==> config.mk <==
export PLATFORM = sky130hd
export DESIGN_NAME = ilv_out_formatter
export DESIGN_NICKNAME = d
export VERILOG_FILES = /design/src/rtl/ilv_fmt_pkg.sv /design/src/rtl/ilv_fmt_ctrl.sv /design/src/rtl/ilv_fmt_datapath.sv /design/src/rtl/ilv_out_formatter.sv
export SDC_FILE = /design/constraint.sdc
export NUM_CORES = 1
export LEC_CHECK = 0
export ABC_AREA = 1
export BUFFER_PORTS_ARGS = -buffer_cell sky130_fd_sc_hd__buf_4
export CORE_UTILIZATION = 41
export DETAILED_ROUTE_END_ITERATION = 8
export PLACE_DENSITY_LB_ADDON = 0.05
export SLEW_MARGIN = 20
export SYNTH_ARGS = -nofsm -noshare
export SYNTH_HDL_FRONTEND = slang
export SYNTH_SLANG_ARGS = --single-unit
==> constraint.sdc <==
create_clock -name clk -period 1.2 [get_ports clk]
set_input_delay 0.12 -clock clk [delete_from_list [all_inputs] [get_ports clk]]
set_output_delay 0.12 -clock clk [all_outputs]
set_load 0.01 [all_outputs]
==> src/rtl/ilv_fmt_pkg.sv <==
package ilv_fmt_pkg;
  localparam int LANE_COUNT = 4;
  localparam int LANE_DQD = 0;
  localparam int LANE_DID = 1;
  localparam int LANE_DQ  = 2;
  localparam int LANE_DI  = 3;

  typedef struct packed {
    logic captureFirst;
    logic emitWord;
    logic demuxWord;
    logic clearAll;
  } fmt_strobe_t;
endpackage

==> src/rtl/ilv_fmt_ctrl.sv <==
module ilv_fmt_ctrl
  import ilv_fmt_pkg::*;
#(
  parameter int FLUSH_WORDS = 4
) (
  input  logic        clk,
  input  logic        rst_n,
  input  logic        demuxEn,
  input  logic        edgeSel,
  input  logic        pwrDown,
  input  logic        pairValid,
  output fmt_strobe_t strobes,
  output logic        dclkOut,
  output logic        wordValid,
  output logic        outEnable
);
  localparam int FLUSH_W = $clog2(FLUSH_WORDS + 1);
  localparam logic [FLUSH_W-1:0] FLUSH_LOAD = FLUSH_W'(FLUSH_WORDS);

  logic               halfHave;
  logic [FLUSH_W-1:0] flushLeft;
  logic               emitNow;
  logic               captureNow;

  always_comb begin
    emitNow    = !pwrDown && pairValid && (!demuxEn || halfHave);
    captureNow = !pwrDown && pairValid && demuxEn && !halfHave;
    strobes.captureFirst = captureNow;
    strobes.emitWord     = emitNow;
    strobes.demuxWord    = demuxEn;
    strobes.clearAll     = pwrDown;
  end

  // half-group tracker for the wide mode
  always_ff @(posedge clk) begin
    if (!rst_n) halfHave <= 1'b0;
    else if (pwrDown || !demuxEn) halfHave <= 1'b0;
    else if (pairValid) halfHave <= !halfHave;
  end

  // flush counter and valid flag
  always_ff @(posedge clk) begin
    if (!rst_n) begin
      flushLeft <= '0;
      wordValid <= 1'b0;
    end else if (pwrDown) begin
      flushLeft <= FLUSH_LOAD;
      wordValid <= 1'b0;
    end else if (emitNow) begin
      if (flushLeft != '0) begin
        flushLeft <= flushLeft - 1'b1;
        wordValid <= 1'b0;
      end else begin
        wordValid <= 1'b1;
      end
    end
  end

  // forwarded clock and driver enable
  always_ff @(posedge clk) begin
    if (!rst_n) begin
      dclkOut   <= 1'b0;
      outEnable <= 1'b0;
    end else begin
      dclkOut   <= emitNow ? edgeSel : !edgeSel;
      outEnable <= !pwrDown;
    end
  end

  AST_VALID_OFF_IN_PD: assert property (@(posedge clk) disable iff (!rst_n)
    pwrDown |=> (!wordValid && !outEnable));
  AST_NARROW_NO_CAPTURE: assert property (@(posedge clk) disable iff (!rst_n)
    !demuxEn |-> !strobes.captureFirst);
  AST_FLUSH_KEEPS_INVALID: assert property (@(posedge clk) disable iff (!rst_n)
    (flushLeft != '0) |-> !wordValid);
  AST_ONE_STROBE: assert property (@(posedge clk) disable iff (!rst_n)
    $onehot0({strobes.captureFirst, strobes.emitWord, strobes.clearAll}));
endmodule

==> src/rtl/ilv_fmt_datapath.sv <==
module ilv_fmt_datapath
  import ilv_fmt_pkg::*;
#(
  parameter int SAMPLE_W = 8
) (
  input  logic                                 clk,
  input  logic                                 rst_n,
  input  fmt_strobe_t                          strobes,
  input  logic [SAMPLE_W-1:0]                  riseSample,
  input  logic [SAMPLE_W-1:0]                  fallSample,
  output logic [LANE_COUNT-1:0][SAMPLE_W-1:0]  laneOut
);
  logic [SAMPLE_W-1:0]                 holdRise;
  logic [SAMPLE_W-1:0]                 holdFall;
  logic [LANE_COUNT-1:0][SAMPLE_W-1:0] laneSrc;

  always_ff @(posedge clk) begin
    if (!rst_n || strobes.clearAll) begin
      holdRise <= '0;
      holdFall <= '0;
    end else if (strobes.captureFirst) begin
      holdRise <= riseSample;
      holdFall <= fallSample;
    end
  end

  always_comb begin
    laneSrc[LANE_DQ] = riseSample;
    laneSrc[LANE_DI] = fallSample;
    if (strobes.demuxWord) begin
      laneSrc[LANE_DQD] = holdRise;
      laneSrc[LANE_DID] = holdFall;
    end else begin
      laneSrc[LANE_DQD] = '0;
      laneSrc[LANE_DID] = '0;
    end
  end

  for (genvar g = 0; g < LANE_COUNT; g++) begin : g_lane
    always_ff @(posedge clk) begin
      if (!rst_n || strobes.clearAll) laneOut[g] <= '0;
      else if (strobes.emitWord) laneOut[g] <= laneSrc[g];
    end
  end

  AST_HOLD_STABLE: assert property (@(posedge clk) disable iff (!rst_n)
    (!strobes.captureFirst && !strobes.clearAll) |=> $stable(holdRise) && $stable(holdFall));
  AST_LANES_CLEARED: assert property (@(posedge clk) disable iff (!rst_n)
    strobes.clearAll |=> (laneOut == '0));
  AST_LANES_HOLD: assert property (@(posedge clk) disable iff (!rst_n)
    (!strobes.emitWord && !strobes.clearAll) |=> $stable(laneOut));
endmodule

==> src/rtl/ilv_out_formatter.sv <==
module ilv_out_formatter
  import ilv_fmt_pkg::*;
#(
  parameter int SAMPLE_W    = 8,
  parameter int FLUSH_WORDS = 4
) (
  input  logic                clk,
  input  logic                rst_n,
  input  logic                demuxEn,
  input  logic                edgeSel,
  input  logic                pwrDown,
  input  logic                pairValid,
  input  logic [SAMPLE_W-1:0] riseSample,
  input  logic [SAMPLE_W-1:0] fallSample,
  output logic [SAMPLE_W-1:0] outDQd,
  output logic [SAMPLE_W-1:0] outDId,
  output logic [SAMPLE_W-1:0] outDQ,
  output logic [SAMPLE_W-1:0] outDI,
  output logic                dclkOut,
  output logic                outEnable,
  output logic                wordValid
);
  fmt_strobe_t                          strobes;
  logic [LANE_COUNT-1:0][SAMPLE_W-1:0]  laneOut;

  ilv_fmt_ctrl #(.FLUSH_WORDS(FLUSH_WORDS)) ctrl_i (
    .clk       (clk),
    .rst_n     (rst_n),
    .demuxEn   (demuxEn),
    .edgeSel   (edgeSel),
    .pwrDown   (pwrDown),
    .pairValid (pairValid),
    .strobes   (strobes),
    .dclkOut   (dclkOut),
    .wordValid (wordValid),
    .outEnable (outEnable)
  );

  ilv_fmt_datapath #(.SAMPLE_W(SAMPLE_W)) data_i (
    .clk        (clk),
    .rst_n      (rst_n),
    .strobes    (strobes),
    .riseSample (riseSample),
    .fallSample (fallSample),
    .laneOut    (laneOut)
  );

  assign outDQd = laneOut[LANE_DQD];
  assign outDId = laneOut[LANE_DID];
  assign outDQ  = laneOut[LANE_DQ];
  assign outDI  = laneOut[LANE_DI];

  AST_DATA_ON_CLOCK_EDGE: assert property (@(posedge clk) disable iff (!rst_n)
    (!$stable(outDI) && !$past(pwrDown) && $past(rst_n)) |-> (dclkOut == $past(edgeSel)));
  AST_ENABLE_FOLLOWS_PD: assert property (@(posedge clk) disable iff (!rst_n)
    !pwrDown |=> outEnable);
endmodule

=== Word-level counts from Yosys, hierarchy flattened ===
Index checks and enable logic that the tools add are counted.
Widths: inputs -> output; s select.

* ROM bits: 0
* RAM bits: 0
* Word-level logic and storage cells: 39
* Bits of input ports: 22
* Flip-flop bits (word level): 55
* Memories: 0
* Bits in latches: 0
* Output and inout bits: 35

* Bitwise operators: 1
* $lt $le $gt $ge: 0
* Add/subtract/negate cells: 1
* Divide/modulo/power cells: 0
* Reductions and logical operators: 19
* Shifts and indexed selects: 0
* $mul: 0
* Equal/unequal tests: 0
* Multiplexer cells: 6

{| class="wikitable"
|+ Operator list
! cell !! count
|-
| $mux 16 || 1
|-
| $mux 3 || 3
|-
| $logic_not 1->1 || 5
|-
| $logic_and 1x1->1 || 4
|-
| $reduce_and 2->1 || 2
|-
| $reduce_bool 2->1 || 2
|-
| $reduce_or 2->1 || 2
|-
| $logic_or 1x1->1 || 3
|-
| $reduce_bool 3->1 || 1
|-
| $sub 3x1->3 const B || 1
|-
| $mux 1 || 2
|-
| $not 1->1 || 1
|}

=== Longest topological paths before layout ===
* Word-level depth: 5
* Gate-level depth with buffers: 8

=== Cells and area by module ===
A second synthesis with hierarchy kept.

* Cell total of the unflattened synthesis: 269
* Area, all modules: 2275.9 um^2

{| class="wikitable"
|+ Modules (own cells, without submodules)
! module !! area each (um^2) !! cells each !! times used
|-
| ilv_fmt_datapath || 1891.8 || 213 || 1
|-
| ilv_fmt_ctrl || 384.1 || 56 || 1
|}

=== Worst setup path after synthesis ===
No wires, ideal clock.

* Path type: register to register
* Start: reg ctrl_i.halfHave
* End: reg data_i.laneOut[21] (netlist bit)
* Arrival time: 0.952 ns
* Data required time: 1.084 ns
* Setup slack: 0.132 ns
* Period minus slack after synthesis: 1.068 ns
* Setup time: 0.116 ns
* Cell stages (with the launch flop): 7
* Cells stage by stage: dfxtp_1 -> inv_1 -> nand2_1 -> nand2_4 -> clkbuf_2 -> o21ai_0 -> nor2_1

* Longest elaborated chain between the ends: 2

{| class="wikitable"
|+ Ends and longest elaborated chain
! what !! line !! source
|-
| start: declaration || ilv_fmt_ctrl.sv:20 || <nowiki>logic halfHave;</nowiki>
|-
| start signal: assignment || ilv_fmt_ctrl.sv:38 || <nowiki>else if (pairValid) halfHave <= !halfHave;</nowiki>
|-
| $logic_or 1x1->1 || ilv_fmt_ctrl.sv:26 || <nowiki>emitNow = !pwrDown && pairValid && (!demuxEn || halfHave);</nowiki>
|-
| $logic_and 1x1->1 || ilv_fmt_ctrl.sv:26 ||
|-
| end signal: indexed assignment || ilv_fmt_datapath.sv:42 || <nowiki>else if (strobes.emitWord) laneOut[g] <= laneSrc[g];</nowiki>
|-
| end: declaration || ilv_fmt_datapath.sv:11 || <nowiki>output logic [LANE_COUNT-1:0][SAMPLE_W-1:0] laneOut</nowiki>
|}

Every way passes these cells.
A chain may end at the register's enable or synchronous reset.

=== Worst setup path in the final report ===
* Start: reg ctrl_i.halfHave
* End: reg data_i.laneOut[27] (netlist bit)

Same word-level chain as after synthesis.

==> flow_metrics.tcl <==
set metrics [dict create \
    count_of_input_and_output_buffers 56 \
    worst_ir_drop_vdd_mv 0.661 \
    path_max_fanout 35 \
    clock_slew_seen_by_the_registers_of_the_worst_setup_and_hold_paths_ns 0.10 \
    yosysUniqueCellTypes 23 \
    route.detailed.wl_per_inst_um 11.8 \
    clock_sinks 55 \
    synth.top_cell.area_share_pct 52.5 \
    met3RoutedLength_um 191 \
    timing_hold_violations_final 0 \
    crit_path_class "flop to flop" \
    syn_area_per_cell_um2 8.07 \
    commonest_cells_after_routing_fill_and_taps_aside "sky130_fd_sc_hd__nor2_1 (72), sky130_fd_sc_hd__buf_4 (62), sky130_fd_sc_hd__dfxtp_1 (54), sky130_fd_sc_hd__nand2_1 (26), sky130_fd_sc_hd__o21ai_0 (24)" \
    antenna_violations_before_repair 0 \
    timing.final.crit_share_pct 92.3 \
    area.growth.synth_to_final_pct 28.0 \
    synth_seq_cells 55 \
    mappedNetlistArea_um2 2100 \
    timing.hold.worst.start "edgeSel" \
    setup_slack_at_placement_ns -0.0630 \
    initial_core_util_pct 43.6 \
    synth-seq-area-share_pct 52.5 \
    synthSimpleGateAreaFrac_pct 25.9 \
    x_dimension_of_the_die_um 73.5 \
    fin_worst_hold_slack_ns 0.0362 \
    critical_path.reg2reg.endpoint "data_i.laneOut[27]" \
    layout-drive-gt1-share_pct 26.8 \
    ctsHoldBuffers 0 \
    layout.core_utilization_pct 55.8 \
    cts_resized 3 \
    timing.critical_path.to_type "flop" \
    tightest_slew_ns 0.245 \
    power.static_leakage_nw 1.10 \
    yosys.area_share.adder_pct 1.19 \
    place_hpwl_um 3170 \
    initialDrtViolationCount 103 \
    grt_pass1_wl_um 7180 \
    via_count 1772 \
    post-synth-top-area-cell "sky130_fd_sc_hd__dfxtp_1" \
    tritoncts "built" \
    total_number_of_nets_in_the_final_design 340 \
    wirelength_um 4510 \
    gr-usage-all-layers_pct 17.5 \
    final_common_cell "sky130_fd_sc_hd__nor2_1" \
    status "finished clean" \
    routed_via_density 4.61 \
    root_buffer "sky130_fd_sc_hd__clkbuf_8" \
    cts_htree_levels 2 \
    synth_xor_xnor_area_share_pct 0.417 \
    grt_setup_unrepaired "no" \
    post_synth_inst_count 260 \
    synth_top_family_by_area "simple AND/OR/NAND/NOR gates" \
    finalWorstSetupSlack_ns 0.0925 \
    worstSetupStartpoint "ctrl_i.halfHave" \
    met1_length_um 2470 \
    rr_startpoint "ctrl_i.halfHave" \
    core_area_um2 4820 \
    remaining_number_of_nets_flagged_by_the_antenna_check_after_routing 0 \
    timing.final.setup_violations 0 \
    grt_max_degree 36 \
    floorplan.io_pins 57 \
    synth_area_leaders "sky130_fd_sc_hd__dfxtp_1 (52%), sky130_fd_sc_hd__nor2_1 (13%), sky130_fd_sc_hd__o21ai_0 (6.7%), sky130_fd_sc_hd__nand2_1 (5.0%), sky130_fd_sc_hd__nand3_1 (4.3%)" \
    post-route-drc-count 0 \
    globalRouteOverflowTotal 0 \
    worstPathArrival_ns 1.32 \
    numCtsBuffers 5 \
    power.density_nw_per_um2 1290 \
    final_max_slew_viol_count 0 \
    compound_gate_portion_of_the_synthesized_area_pct 11.9 \
    first_global_vias 1500 \
    cts-root-to-sink-buffers 2 \
    yosysWarnings 0 \
    syn_nets 284 \
    timing.final.crit_period_ns 1.11 \
    fp.dieH_um 73.5 \
    worst-r2r-cell-count 5 \
    maxSlewHeadroom_pct 83.7 \
    topRoutingLayerUsed "met4" \
    cts.repair_timing.setup_buffer_count 0 \
    fp-row-count 25 \
    antenna_cells_inserted 0 \
    fin_skew_ns 0.00620 \
    dr_wl_met2_um 1770 \
    drv_cap 0 \
    worst_skew_pair.late_latency_ns 0.31 \
    die-area_um2 5410 \
    rrSetupSlack_ns 0.09 \
    timing.fmax_mhz 903 \
    timing.critical_path.from_type "flop" \
    crit_required_ns 1.41 \
    hold-path-cell-count 3 \
    finalWeightedCongestion 0.763 \
    min-delay-path-class "input pin to flop" \
    end_point_of_the_most_critical_hold_path "ctrl_i.dclkOut" \
    drt_first_pass_iters 4 \
    fin_setup_tns_ns 0 \
    mux_cell_area_share_after_synthesis_pct 0 \
]
metal layers:
metal  vias to the layer above  global-route usage (%)
met3                         7                    3.16
met1                       778                    26.6
li1                        941                       -
met4                         0                    8.33
met2                        46                    23.4
met5                         -                       0
power breakdown:
| group | switching, W | total (W) | internal [W] |
|---|---|---|---|
| logic | 0.000189 | 0.000328 | 0.000139 |
| registers | 0.0000192 | 0.00188 | 0.00186 |
| clock network | 0.000639 | 0.00127 | 0.000630 |
sequential cells by signal, indices dropped and copies added (netlist names):
register / flops
ctrl_i.dclkOut: 1
ctrl_i.halfHave: 1
data_i.holdFall: 8
ctrl_i.outEnable: 1
data_i.holdRise: 8
data_i.laneOut: 32
ctrl_i.flushLeft: 3
ctrl_i.wordValid: 1
metrics by stage:
step / instances / total power [W] / cell area [um2]
floorplan: 260 / 0.00211 / 2100
global placement: 376 / 0.00224 / 2550
detailed placement: 376 / 0.00224 / 2550
CTS: 384 / 0.00349 / 2680
global route: 384 / 0.00361 / 2690
finish: 384 / 0.00348 / 2690
Yosys cell counts:
cell type and n:
sky130_fd_sc_hd__nor2_1 72, sky130_fd_sc_hd__dfxtp_1 55, sky130_fd_sc_hd__nand2_1 28, sky130_fd_sc_hd__o21ai_0 28, sky130_fd_sc_hd__nand3_1 18, sky130_fd_sc_hd__a21oi_1 17
sky130_fd_sc_hd__inv_1 9, sky130_fd_sc_hd__buf_6 5, sky130_fd_sc_hd__o21ai_1 5, sky130_fd_sc_hd__buf_4 3, sky130_fd_sc_hd__nand2_4 3, sky130_fd_sc_hd__nor2_4 3
sky130_fd_sc_hd__buf_2 2, sky130_fd_sc_hd__clkbuf_1 2, sky130_fd_sc_hd__ha_1 2, sky130_fd_sc_hd__buf_8 1, sky130_fd_sc_hd__clkbuf_2 1, sky130_fd_sc_hd__inv_2 1
sky130_fd_sc_hd__inv_4 1, sky130_fd_sc_hd__inv_6 1, sky130_fd_sc_hd__nand2_2 1, sky130_fd_sc_hd__nor3_1 1, sky130_fd_sc_hd__xnor2_1 1
kinds of logic (layout without fill, tap and decap cells):
logic type               Yosys count  after routing
buffers and inverters             26             83
adder cells (fa/ha/maj)            2              2
XOR/XNOR                           1              1
AND/OR/NAND/NOR                  126            126
AO/OA/AOI/OAI                     50             50
flip-flops                        55             55
worst max-delay path, cell delays in order, from the launching register on:
cell and delay, ns:
sky130_fd_sc_hd__dfxtp_2 0.38, sky130_fd_sc_hd__inv_1 0.06, sky130_fd_sc_hd__nand2_2 0.12, sky130_fd_sc_hd__nand2_8 0.16
sky130_fd_sc_hd__o21ai_0 0.22, sky130_fd_sc_hd__nor2_1 0.06
cell type report:
cell class                      instances  area [um2]
Clock inverter                          3        46.3
Sequential cell                        55        1100
Inverter                               12        52.6
Multi-Input combinational cell        179         847
Fill cell                             505        2130
Timing Repair Buffer                   63         485
Tap cell                               67        83.8
Clock buffer                            5        68.8
worst max-delay path by stage:
stage / cells after the start / end / slack [ns]
6_report: 5 / data_i.laneOut[27] / 0.09
5_1_grt: 5 / data_i.laneOut[24] / 0.003
4_1_cts: 5 / data_i.laneOut[29] / 0.05
3_5_place_dp: 5 / data_i.laneOut[28] / -0.06
3_3_place_gp: 5 / data_i.laneOut[28] / 0.01
2_1_floorplan: 6 / data_i.laneOut[21] / 0.13
Note: power is estimated with default switching activity, not from simulation.
